$ cat config.mk
export PLATFORM = sky130hd
export DESIGN_NAME = spim_engine
export DESIGN_NICKNAME = d
export VERILOG_FILES = /design/src/rtl/spim_pkg.sv /design/src/rtl/spim_baud.sv /design/src/rtl/spim_shifter.sv /design/src/rtl/spim_engine.sv
export SDC_FILE = /design/constraint.sdc
export NUM_CORES = 1
export LEC_CHECK = 0
export BUFFER_PORTS_ARGS = -buffer_cell sky130_fd_sc_hd__buf_2
export CORE_MARGIN = 5
export CORE_UTILIZATION = 55
export CTS_CLUSTER_SIZE = 28
export DETAILED_ROUTE_END_ITERATION = 8
export GPL_TIMING_DRIVEN = 0
export PLACE_DENSITY = 0.89
export SYNTH_ARGS = -nofsm -noshare
export SYNTH_HDL_FRONTEND = slang
export SYNTH_SLANG_ARGS = --single-unit
$ cat constraint.sdc
create_clock -name clk -period 2.2 [get_ports clk]
set_input_delay 0.11 -clock clk [delete_from_list [all_inputs] [get_ports clk]]
set_output_delay 0.11 -clock clk [all_outputs]
set_load 0.005 [all_outputs]
$ cat src/rtl/spim_pkg.sv
// Shared widths for the serial master engine.
// Assumes byte frames and a 12-bit divider; both may be overridden by parameters.
package spim_pkg;
    localparam int SPIM_DATA_W = 8;
    localparam int SPIM_DIV_W  = 12;
endpackage

$ cat src/rtl/spim_baud.sv
// Baud tick generator: while run is high, pulses tick once every div+1 clocks.
// Assumes div is held stable during a frame; the count restarts from 0 whenever run is low.
module spim_baud #(
    parameter int DIV_W = spim_pkg::SPIM_DIV_W
) (
    input  logic             clk,
    input  logic             rst_n,
    input  logic             run,
    input  logic [DIV_W-1:0] div,
    output logic             tick
);
    logic [DIV_W-1:0] cnt;

    // Tick fires on the last count of each half-period.
    assign tick = run && (cnt == div);

    // Count up to div, then wrap to zero; held at zero while idle.
    always_ff @(posedge clk) begin
        if (!rst_n || !run || tick) cnt <= '0;
        else                        cnt <= cnt + 1'b1;
    end
endmodule

$ cat src/rtl/spim_shifter.sv
// Frame sequencer: counts 2*DATA_W clock edges, toggles the serial clock,
// shifts the transmit byte on setup edges and captures data-in on sample edges.
// Assumes tick comes from spim_baud and start only arrives while idle and enabled.
module spim_shifter #(
    parameter int DATA_W = spim_pkg::SPIM_DATA_W
) (
    input  logic              clk,
    input  logic              rst_n,
    input  logic              enable,
    input  logic              start,
    input  logic              tick,
    input  logic              cpol,
    input  logic              cpha,
    input  logic              lsb_first,
    input  logic              tx_en,
    input  logic              rx_en,
    input  logic [DATA_W-1:0] wr_data,
    input  logic              rd_stb,
    input  logic              miso,
    output logic              busy,
    output logic              sck,
    output logic              mosi,
    output logic [DATA_W-1:0] rd_data,
    output logic              rx_done,
    output logic              frame_end
);
    localparam int EDGES = 2 * DATA_W;
    localparam int EW    = $clog2(EDGES + 1);

    logic [EW-1:0]     edge_cnt;
    logic [EW-1:0]     edge_nxt;
    logic              toggle;
    logic [DATA_W-1:0] tx_sr;
    logic [DATA_W-1:0] rx_sr;
    logic [DATA_W-1:0] rx_nxt;
    logic              is_lead;
    logic              is_sample;
    logic              is_setup;
    logic              do_shift;

    // Classify the upcoming serial clock edge.
    always_comb begin
        edge_nxt  = edge_cnt + 1'b1;
        is_lead   = edge_nxt[0];
        is_sample = tick && (cpha ? !is_lead : is_lead);
        is_setup  = tick && (cpha ? is_lead : !is_lead);
        do_shift  = is_setup && !(cpha && edge_nxt == EW'(1)) && (edge_nxt != EW'(EDGES));
        rx_nxt    = lsb_first ? {miso, rx_sr[DATA_W-1:1]} : {rx_sr[DATA_W-2:0], miso};
        frame_end = tick && enable && (edge_nxt == EW'(EDGES));
    end

    assign sck  = cpol ^ toggle;
    assign mosi = tx_en ? (lsb_first ? tx_sr[0] : tx_sr[DATA_W-1]) : 1'b1;

    // Frame state: start, edge counting, shifting and abort on disable.
    always_ff @(posedge clk) begin
        if (!rst_n) begin
            busy     <= 1'b0;
            edge_cnt <= '0;
            toggle   <= 1'b0;
            tx_sr    <= '0;
            rx_sr    <= '0;
        end else if (!enable) begin
            busy     <= 1'b0;
            edge_cnt <= '0;
            toggle   <= 1'b0;
        end else if (start) begin
            busy     <= 1'b1;
            edge_cnt <= '0;
            toggle   <= 1'b0;
            tx_sr    <= wr_data;
            rx_sr    <= '0;
        end else if (tick) begin
            edge_cnt <= edge_nxt;
            toggle   <= ~toggle;
            if (do_shift)
                tx_sr <= lsb_first ? {1'b0, tx_sr[DATA_W-1:1]} : {tx_sr[DATA_W-2:0], 1'b0};
            if (is_sample)
                rx_sr <= rx_nxt;
            if (frame_end)
                busy <= 1'b0;
        end
    end

    // Receive result and completion flag; a frame end wins over a read clear.
    always_ff @(posedge clk) begin
        if (!rst_n) begin
            rd_data <= '0;
            rx_done <= 1'b0;
        end else if (frame_end && rx_en) begin
            rd_data <= is_sample ? rx_nxt : rx_sr;
            rx_done <= 1'b1;
        end else if (rd_stb) begin
            rx_done <= 1'b0;
        end
    end

    p_idle_level_r1: assert property (@(posedge clk) disable iff (!rst_n)
        !busy |-> sck == cpol);
    p_sck_on_tick_r2: assert property (@(posedge clk) disable iff (!rst_n)
        (busy && $past(busy) && sck != $past(sck)) |-> $past(tick));
    p_busy_end_r3: assert property (@(posedge clk) disable iff (!rst_n)
        ($fell(busy) && $past(enable)) |-> $past(edge_cnt) == EW'(EDGES - 1));
    p_done_needs_rx_r8: assert property (@(posedge clk) disable iff (!rst_n)
        $rose(rx_done) |-> $past(rx_en));
    p_clear_r9: assert property (@(posedge clk) disable iff (!rst_n)
        (rd_stb && !frame_end) |=> !rx_done);
    p_abort_r11: assert property (@(posedge clk) disable iff (!rst_n)
        !enable |=> !busy);
endmodule

$ cat src/rtl/spim_engine.sv
// Top of the serial master: glues the baud divider to the frame sequencer and
// gates writes so that only an enabled, idle engine starts a frame.
// Assumes mode bits and divider stay constant while busy is high.
module spim_engine #(
    parameter int DATA_W = spim_pkg::SPIM_DATA_W,
    parameter int DIV_W  = spim_pkg::SPIM_DIV_W
) (
    input  logic              clk,
    input  logic              rst_n,
    input  logic [DIV_W-1:0]  div_val,
    input  logic              cpol,
    input  logic              cpha,
    input  logic              lsb_first,
    input  logic              tx_en,
    input  logic              rx_en,
    input  logic              wr_stb,
    input  logic [DATA_W-1:0] wr_data,
    input  logic              rd_stb,
    output logic [DATA_W-1:0] rd_data,
    output logic              busy,
    output logic              rx_done,
    output logic              sck,
    output logic              mosi,
    input  logic              miso
);
    logic enable;
    logic start;
    logic tick;
    logic frame_end;

    // Accept a write only while enabled and idle.
    assign enable = tx_en || rx_en;
    assign start  = wr_stb && enable && !busy;

    spim_baud #(.DIV_W(DIV_W)) u_baud (
        .clk   (clk),
        .rst_n (rst_n),
        .run   (busy),
        .div   (div_val),
        .tick  (tick)
    );

    spim_shifter #(.DATA_W(DATA_W)) u_shift (
        .clk       (clk),
        .rst_n     (rst_n),
        .enable    (enable),
        .start     (start),
        .tick      (tick),
        .cpol      (cpol),
        .cpha      (cpha),
        .lsb_first (lsb_first),
        .tx_en     (tx_en),
        .rx_en     (rx_en),
        .wr_data   (wr_data),
        .rd_stb    (rd_stb),
        .miso      (miso),
        .busy      (busy),
        .sck       (sck),
        .mosi      (mosi),
        .rd_data   (rd_data),
        .rx_done   (rx_done),
        .frame_end (frame_end)
    );

    p_ignore_busy_write_r7: assert property (@(posedge clk) disable iff (!rst_n)
        (busy && wr_stb && !frame_end && enable) |=> busy);
endmodule

==> results of run 1 <==
Yosys cell counts, types with 2 or more instances:
master	instances
nor3_1	3
nand2b_1	2
and3_1	2
nor2b_1	4
xor2_1	6
xnor2_1	20
nand2_1	21
o2bb2ai_1	15
dfxtp_1	44
mux2i_1	27
nor2_1	22
nand3_1	8
buf_2	2
nand4_2	2
mux2_2	8
o311ai_0	6
a21oi_1	2
nor4_1	2
inv_1	12
ha_1	4
clkbuf_1	5
nand4_1	7
o21ai_0	10
or2_2	2
state kept, by name, indices dropped and copies added, names as in the netlist:
name,count
u_shift.rd_data,8
u_baud.cnt,12
u_shift.toggle,1
u_shift.busy,1
u_shift.rx_sr,8
u_shift.edge_cnt,5
u_shift.tx_sr,8
u_shift.rx_done,1
power breakdown:
part	total (µW)	leakage [µW]	switching (µW)	internal [µW]
registers	815	0.000355	9.87	805
logic	156	0.000655	86.3	70.0
clock network	528	0.0000445	273	255
critical path, stage by stage (launching register included):
cell,delay [ps]
dfxtp_1,430
xnor2_1,170
nand4_2,210
nor4_1,460
buf_4,270
mux2_2,360
o2bb2ai_1,120
placed cells by master, fill, tap and decap left out, drive strengths merged, types with 4 or more instances in the layout:
cell	synthesis	layout
inv	12	12
nor2b	4	4
nand4	9	9
nor2	22	22
xnor2	20	20
clkbuf	6	13
o21ai	10	10
ha	4	4
o311ai	6	6
nand3	9	9
buf	3	45
nand2	21	21
mux2	8	8
dfxtp	44	44
xor2	6	6
o2bb2ai	15	15
mux2i	27	27
through the flow:
stage	std cells	instance area (µm²)	hold WS (ps)	TNS, ps	util [%]
2_1_floorplan	254	2370	248	0	-
3_3_place_gp	344	2630	369	-244	64.4
3_5_place_dp	344	2630	373	-511	64.4
4_1_cts	352	2730	65.9	0	66.9
5_1_grt	354	2760	60.9	-124	67.5
6_report	354	2760	74.7	0	67.5
area by class of cell:
| type | count | area [µm²] |
|---|---|---|
| Multi-Input combinational cell | 189 | 1420 |
| Fill cell | 325 | 1330 |
| Sequential cell | 44 | 881 |
| Timing Repair Buffer | 42 | 215 |
| Clock buffer | 7 | 86.3 |
| Tap cell | 50 | 62.6 |
| Inverter | 12 | 45.0 |
| Buffer | 9 | 41.3 |
| Clock inverter | 1 | 7.51 |
timing repair:
action | CTS | global route
pin swaps | 0 | 2
setup buffers | 0 | 2
resized for setup | 1 | 2
setup endpoints to repair | 8 | 16
metal layers:
metal | GRT usage, % | wire, µm | share of wire, % | up-vias
met5 | 0 | 0 | 0 | -
met2 | 31.5 | 2470 | 47 | 58
met1 | 25.0 | 2290 | 44 | 952
met4 | 6.60 | 118 | 2.3 | 0
met3 | 5.28 | 343 | 6.6 | 11
li1 | - | - | - | 1002
final timing paths:
| check | start | end | depth (start not counted) |
|---|---|---|---|
| setup / recovery | u_baud.cnt[3] | u_shift.rd_data[5] | 6 |
| hold reg to reg | u_shift.rd_data[6] | u_shift.rd_data[6] | 1 |
| hold / removal | wr_stb | u_shift.busy | 2 |
| setup reg to reg | u_baud.cnt[3] | u_shift.rd_data[5] | 6 |
logic make-up (layout without fill, tap and decap cells):
group / Yosys count / in the layout / synth area share, %
DFF: 44 / 44 / 37.2
adders and majority gates: 4 / 4 / 2.11
AOI/OAI and AO/OA: 41 / 41 / 13.5
muxes: 35 / 35 / 15.2
buffers and inverters: 21 / 71 / 3.65
and+or+nand+nor: 83 / 83 / 18.7
xor gates and xnor gates: 26 / 26 / 9.62
==> results.ini, run 1 <==
[pwr]
leakage_uw=0.00105
fin_total_pwr_uw=1500
power.density_mw_per_mm2=544
peakVddDrop_uv=385

[sta]
worst_pin_slew_ps=561
rsz0062_at_grt=yes
fmax_ghz=0.478
fin_crit_ps=2090
finalHoldViolCount=0
finalSetupViolations=0
clock_skew_ps=3.38
slew_violations=0
fin_ws_ps=106
slew_headroom_pct=62.3
finalCritPeriodShare_pct=95.2

[clocking]
ctsHtreeMaxLevel=2
root_buffer=clkbuf_8
numCtsBuffers=5
clk_pin_slew_ps=80
clockBufferDepth=2
cts.sinks=44
hold_buffers=0
cts_tree=yes
worstSkewPairLatency_ps=300

[yosys]
synth.net_count=288
avgSynthCellArea_um2=9.32
yosysSeqAreaShare_pct=37.2
syn-cell-area_mm2=0.00237
ys.flop_type=dfxtp_1
syn-instance-count=254
ys_ff_latch=44
ys_async_sr_fraction_pct=0
ys_warn_count=0
synthTopCellsByArea=dfxtp_1 (37%), mux2i_1 (11%), xnor2_1 (7.4%), o2bb2ai_1 (5.5%), mux2_2 (3.8%)
synth_edf_count=0
synthDistinctLibCells=42
synth_top_area_share_pct=37.2
synth_area_leader_cell=dfxtp_1

[routing]
dr.pass1.iters=5
vias=2023
drc=0
post_drt_wl_per_cell_um=14.8
totalWireLength_mm=5.22
antenna_left=0
drtIter0Drc=85
routed_via_density=5.71

[run]
cap_violations=0

[final_layout]
drive_gt1_share_pct=24.3
finalNetCount=337
n_antenna_cell=0
area_growth_pct=16.4

[worst_setup_path]
rrSetupSlack_ps=110
worstSetupPathType=reg2reg
arrival_ps=2320
crit_path_end_kind=flop
cp_max_fo=10
cp-start-kind=flop
critPathRequiredTime_ps=2430

[floorplanning]
coreArea_mm2=0.00409
rows=23
die_y_um=75.6
initial_core_util_pct=57.9
io_pins=42
die_area_mm2=0.00572
die_w_um=75.6

[global_route]
grt.overflow.total=0
grt_max_degree=14
grt_pass1_vias=1969
grt_pass1_wl_mm=8.54
grtUsageTotal_pct=19.4
antenna_found_initial=0

[placed_design]
post-place-ws_ps=-83.4
gp_congestion=0.911
dp_hpwl_mm=3.83
port_buffers=40

[run_status]
status=finished clean

[hold_path]
hold_class=in2reg

No activity file was read; power rests on OpenSTA's default activity.
==> inputs of run 2 (changes only) <==
--- a/config.mk
+++ b/config.mk
@@ -11,6 +11,7 @@
 export CTS_CLUSTER_SIZE = 28
 export DETAILED_ROUTE_END_ITERATION = 8
 export GPL_TIMING_DRIVEN = 0
+export MAX_ROUTING_LAYER = met4
 export PLACE_DENSITY = 0.89
 export SYNTH_ARGS = -nofsm -noshare
 export SYNTH_HDL_FRONTEND = slang
==> run 2 against run 1 <==
  * Design area unchanged
  * Clock skew rose by 2.6 ps
  * Critical path type unchanged
  * Highest routed layer unchanged
  * Core utilization is the same
  * Largest cell class unchanged
==> results.ini, run 2 (synthesis gave the netlist of run 1 again) <==
[clocking]
cts_tree=yes
worstSkewPairLatency_ps=300  ; about the same
clk_pin_slew_ps=80  ; about the same
root_buffer=clkbuf_8
ctsHtreeMaxLevel=2  ; unchanged
numCtsBuffers=5  ; unchanged
clockBufferDepth=2  ; unchanged
cts.sinks=44  ; unchanged

[routing]
routed_via_density=5.74  ; +0.40%
vias=2031  ; +0.40%
dr.pass1.iters=4  ; -1
drc=0  ; unchanged
post_drt_wl_per_cell_um=14.7  ; -0.15%
drtIter0Drc=99  ; +16%
totalWireLength_mm=5.22  ; -0.15%
antenna_left=0  ; unchanged

[final_layout]
finish.utilization_pct=67.5  ; unchanged
top_register=u_baud.cnt
finalNetCount=337  ; unchanged
finalNonFillerCells=354  ; unchanged
largest_reg_flops=12  ; unchanged
final_common_cell=dfxtp_1
drive_gt1_share_pct=24.3  ; unchanged
area_growth_pct=16.4  ; unchanged
n_antenna_cell=0  ; unchanged
fill_cells=325  ; unchanged
layout_common_cells=dfxtp_1 (44), buf_2 (42), mux2i_1 (27), nor2_1 (22), nand2_1 (21)

[global_route]
grt_pass1_vias=1964  ; -0.25%
grt.overflow.total=0  ; unchanged
grtUsageTotal_pct=20.0  ; +0.54 points
antenna_found_initial=0  ; unchanged
grt_pass1_wl_mm=8.54  ; unchanged
grt_max_degree=14  ; unchanged

[sta]
rsz0062_at_grt=yes
slew_violations=0  ; unchanged
finalCritPeriodShare_pct=95.2  ; about the same
finalHoldViolCount=0  ; unchanged
fmax_ghz=0.477  ; about the same
finalSetupViolations=0  ; unchanged
setup_tns_ps=0  ; unchanged
worst_pin_slew_ps=574  ; +13.4 ps
slew_headroom_pct=61.4  ; -0.90 points
clock_skew_ps=5.93  ; +2.55 ps
fin_crit_ps=2100  ; +1.64 ps

[worst_setup_path]
cp-start-kind=flop
critical_path.top_delay_family=simple AND/OR/NAND/NOR gates
worstSetupPathType=reg2reg
crit_chain=xnor2_1 -> nand4_2 -> nor4_1 -> buf_4 -> mux2_2 -> o2bb2ai_1
rr_worst_depth=6  ; unchanged
critPathRequiredTime_ps=2430  ; about the same
crit_path_end_kind=flop
cp_max_fo=10  ; unchanged
cp_num_buf_inv=1  ; unchanged
cpPeakStageDelay_ps=460  ; about the same
critPathSlowestCell=nor4_1
crit_cells=6  ; unchanged
arrival_ps=2320  ; about the same

[floorplanning]
die_y_um=75.6  ; unchanged
coreArea_mm2=0.00409  ; unchanged
io_pins=42  ; unchanged
initial_core_util_pct=57.9  ; unchanged
rows=23  ; unchanged
die_w_um=75.6  ; unchanged
die_area_mm2=0.00572  ; unchanged

[hold_path]
hold_class=in2reg
hold_path_depth=2  ; unchanged

[placed_design]
dp_hpwl_mm=3.83  ; unchanged
port_buffers=40  ; unchanged
place_inst=344  ; unchanged
gp_congestion=0.927  ; +1.7%

[run_status]
status=finished clean

[pwr]
power.density_mw_per_mm2=544  ; about the same
peakVddDrop_uv=387  ; +0.47%
leakage_uw=0.00105  ; unchanged
fin_total_pwr_uw=1500  ; about the same

[run]
cap_violations=0  ; unchanged

-- run 2: metrics by stage --
stage | hold slack, ps | instance area, µm² | setup slack, ps
6_report | 81.0 | 2760 | 105
5_1_grt | 61.5 | 2760 | -31.9
4_1_cts | 65.9 | 2730 | 38.2
3_5_place_dp | 373 | 2630 | -83.4
3_3_place_gp | 369 | 2630 | -33.7
2_1_floorplan | 248 | 2370 | 248
-- run 2: worst reg2reg max path, delay by kind of cell (launching register included) --
family          cells  cell delay, ps
simple gates        2             670
buf+inv             1             280
mux                 1             360
compound gates      1             120
xor+xnor            1             180
flops               1             430
-- run 2: per-layer routing --
metal / part of all wire, % / up-vias / track usage, % / routed length (µm)
met4: 2.3 / 0 / 6.60 / 118
met5: 0 / - / - / 0
met1: 45 / 950 / 25.4 / 2350
li1: - / 1002 / - / -
met3: 6.3 / 13 / 4.49 / 328
met2: 46 / 66 / 31.4 / 2420
-- run 2: power by group --
part | internal, µW | switching [µW]
registers | 805 | 9.84
logic | 70.0 | 86.3
clock network | 255 | 273
total | 1130 | 369
-- run 2: final timing paths --
check                                   startpoint            endpoint  slack, ps
worst max-delay path                 u_baud.cnt[3]  u_shift.rd_data[5]        100
worst min-delay path                        wr_stb        u_shift.busy         80
worst max register to register       u_baud.cnt[3]  u_shift.rd_data[5]        100
worst min register to register  u_shift.rd_data[6]  u_shift.rd_data[6]        470
-- run 2: area by class of cell --
cell class | instances | area (µm²) | area share [%]
Sequential cell | 44 | 881 | 32.0
Buffer | 9 | 41.3 | 1.50
Tap cell | 50 | 62.6 | 2.27
Clock buffer | 7 | 86.3 | 3.13
Inverter | 12 | 45.0 | 1.63
Multi-Input combinational cell | 189 | 1420 | 51.4
Timing Repair Buffer | 42 | 215 | 7.81
Clock inverter | 1 | 7.51 | 0.272
-- run 2: timing repair --
| action | in CTS | in global routing |
|---|---|---|
| gates resized for setup | 1 | 2 |
| setup buffers | 0 | 2 |
| hold buffers | 0 | 0 |
| endpoints found under the hold margin | 0 | 0 |
| setup endpoints to repair | 8 | 16 |
| pin swaps | 0 | 2 |
==> inputs of run 3 (changes only) <==
--- a/config.mk
+++ b/config.mk
@@ -7,12 +7,12 @@
 export LEC_CHECK = 0
 export BUFFER_PORTS_ARGS = -buffer_cell sky130_fd_sc_hd__buf_2
 export CORE_MARGIN = 5
-export CORE_UTILIZATION = 55
+export CORE_UTILIZATION = 60
 export CTS_CLUSTER_SIZE = 28
 export DETAILED_ROUTE_END_ITERATION = 8
 export GPL_TIMING_DRIVEN = 0
 export MAX_ROUTING_LAYER = met4
-export PLACE_DENSITY = 0.89
+export PLACE_DENSITY = 0.95
 export SYNTH_ARGS = -nofsm -noshare
 export SYNTH_HDL_FRONTEND = slang
 export SYNTH_SLANG_ARGS = --single-unit
==> constraint.sdc (replaced) <==
create_clock -name clk -period 2.5 [get_ports clk]
set_input_delay 0.125 -clock clk [delete_from_list [all_inputs] [get_ports clk]]
set_output_delay 0.125 -clock clk [all_outputs]
set_load 0.005 [all_outputs]
==> run 3 against run 2 <==
  * Combinational power shrank 14%
  * Clock skew grew 3.0 ps
  * Critical path depth is the same
  * Highest routed layer unchanged
==> results.ini, run 3 (synthesis gave the netlist of run 1 again) <==
[run_status]
status=finished clean

[worst_setup_path]
worstSetupPathType=reg2reg
critPathRequiredTime_ps=2730  ; +300 ps
crit_path_end_kind=flop
arrival_ps=2540  ; +220 ps
cp-start-kind=flop
cp_max_fo=8  ; -2

[hold_path]
hold_class=in2reg

[floorplanning]
coreArea_mm2=0.00374  ; -8.4%
die_w_um=72.8  ; -3.7%
die_y_um=72.8  ; -3.7%
die_area_mm2=0.00530  ; -7.3%
initial_core_util_pct=63.2  ; +5.3 points
io_pins=42  ; unchanged
rows=22  ; -4.3%

[placed_design]
gp_congestion=0.901  ; -2.9%
port_buffers=40  ; unchanged
dp_hpwl_mm=3.97  ; +3.7%
post-place-ws_ps=249  ; +332 ps
place_inst=342  ; -0.58%
placedInstanceArea_mm2=0.00263  ; about the same

[final_layout]
largest_reg_flops=12  ; unchanged
final_common_cell=dfxtp_1
drive_gt1_share_pct=23.5  ; -0.83 points
finalNonFillerCells=350  ; -1.1%
top_register=u_baud.cnt
n_antenna_cell=0  ; unchanged
area.sequential_um2=881  ; unchanged
fill_cells=273  ; -16%
area_growth_pct=16.3  ; about the same
multi_input_area_mm2=0.00140  ; -1.2%
finalNetCount=335  ; -0.59%
design_area_mm2=0.00275  ; about the same
layout_common_cells=dfxtp_1 (44), buf_2 (42), mux2i_1 (27), nor2_1 (22), nand2_1 (21)

[sta]
clock_skew_ps=8.94  ; +3.00 ps
finalHoldViolCount=0  ; unchanged
fin_crit_ps=2310  ; +216 ps
slew_violations=0  ; unchanged
fin_ws_ps=188  ; +83.5 ps
finalCritPeriodShare_pct=92.5  ; -2.8 points
finalSetupViolations=0  ; unchanged
slew_headroom_pct=55.6  ; -5.8 points
setup_tns_ps=0  ; unchanged
worst_pin_slew_ps=664  ; +89.7 ps
fmax_ghz=0.433  ; -9.4%
rsz0062_at_grt=no

[routing]
dr.pass1.iters=4  ; unchanged
routed_via_density=5.84  ; +1.8%
drc=0  ; unchanged
drtIter0Drc=151  ; +53%
post_drt_wl_per_cell_um=15.6  ; +5.7%
vias=2045  ; +0.69%
totalWireLength_mm=5.45  ; +4.5%
antenna_left=0  ; unchanged

[pwr]
switching_power_uw=325  ; -12%
p_comb_share_pct=9.3  ; -1.1 points
leakage_uw=0.00106  ; +0.89%
pwr-share-clk_pct=41.0  ; +5.8 points
internal_power_uw=1120  ; -1.0%
swShare_pct=22.5  ; -2.1 points
seqPwrFrac_pct=49.7  ; -4.7 points
fin_total_pwr_uw=1440  ; -3.7%
peakVddDrop_uv=505  ; +31%
power.density_mw_per_mm2=524  ; -3.6%

[clocking]
cts.sinks=44  ; unchanged
cts_resized=0  ; -1
worstSkewPairLatency_ps=300  ; about the same
numCtsBuffers=5  ; unchanged
cts_tree=yes
clk_pin_slew_ps=80  ; about the same
root_buffer=clkbuf_8
postCtsSetupBuffers=0  ; unchanged
ctsHtreeMaxLevel=2  ; unchanged
clockBufferDepth=2  ; unchanged
hold_buffers=0  ; unchanged

[run]
cap_violations=0  ; unchanged

[global_route]
antenna_found_initial=0  ; unchanged
grt_pass1_wl_mm=9.32  ; +9.1%
grtUsageTotal_pct=22.8  ; +2.8 points
grt.overflow.total=0  ; unchanged
grt_pass1_vias=2046  ; +4.2%
grt_max_degree=14  ; unchanged

[run 3: cell count changes in the layout (fill, tap and decap cells not counted)]
cell / change
bufinv_16: +1
a31oi_4: -1
nand3_2: -1
nand3_1: +1
clkinvlp_4: -1
a21boi_1: +1
clkbuf_1: -1
buf_4: -2
clkbuf_8: +1
a31oi_2: +1
a21boi_2: -1
[run 3: cell type report]
cell class	instances	share of cell area (%)
multi-input cells	189	50.8
flip-flops and latches	44	32.0
repair buffers	40	7.27
clock buffers	7	3.50
well taps	48	2.18
inverters	12	1.64
plain buffers	9	1.50
clock inverters	1	1.09
[run 3: path summary, 6_finish.rpt]
| path | from | to | slack, ps | cells after the start |
|---|---|---|---|---|
| min reg2reg | u_shift.rd_data[3] | u_shift.rd_data[3] | 460 | 1 |
| min | wr_stb | u_shift.busy | 80 | 2 |
| max reg2reg | u_shift.edge_cnt[1] | u_shift.tx_sr[7] | 190 | 6 |
| max | u_shift.edge_cnt[1] | u_shift.tx_sr[7] | 190 | 6 |
[run 3: critical path, cell delays in order, from the launching register on]
cell	delay, ps
dfxtp_1	460
ha_1	280
and3_1	240
mux2i_1	280
o31ai_1	130
a31oi_2	570
mux2i_1	260
[run 3: routing by layer]
metal	vias up	global-route usage (%)	wire length, µm
li1	1001	-	-
met1	970	27.8	2370
met2	65	36.8	2670
met3	9	5.79	327
met4	0	7.38	82
met5	-	-	0
[run 3: stage by stage]
stage	util [%]	hold slack, ps
after global routing	73.6	76.2
after global placement	70.2	378
final	73.6	76.9
after floorplan	-	263
after detailed placement	70.2	382
after CTS	73.6	73.3
[run 3: power by group through the flow]
| stage | combinational, µW | sequential [µW] | clock [µW] |
|---|---|---|---|
| floorplan | 84.2 | 731 | 0 |
| global placement | 127 | 733 | 0 |
| detailed placement | 132 | 734 | 0 |
| CTS | 134 | 717 | 599 |
| global route | 147 | 719 | 636 |
| finish | 134 | 718 | 593 |
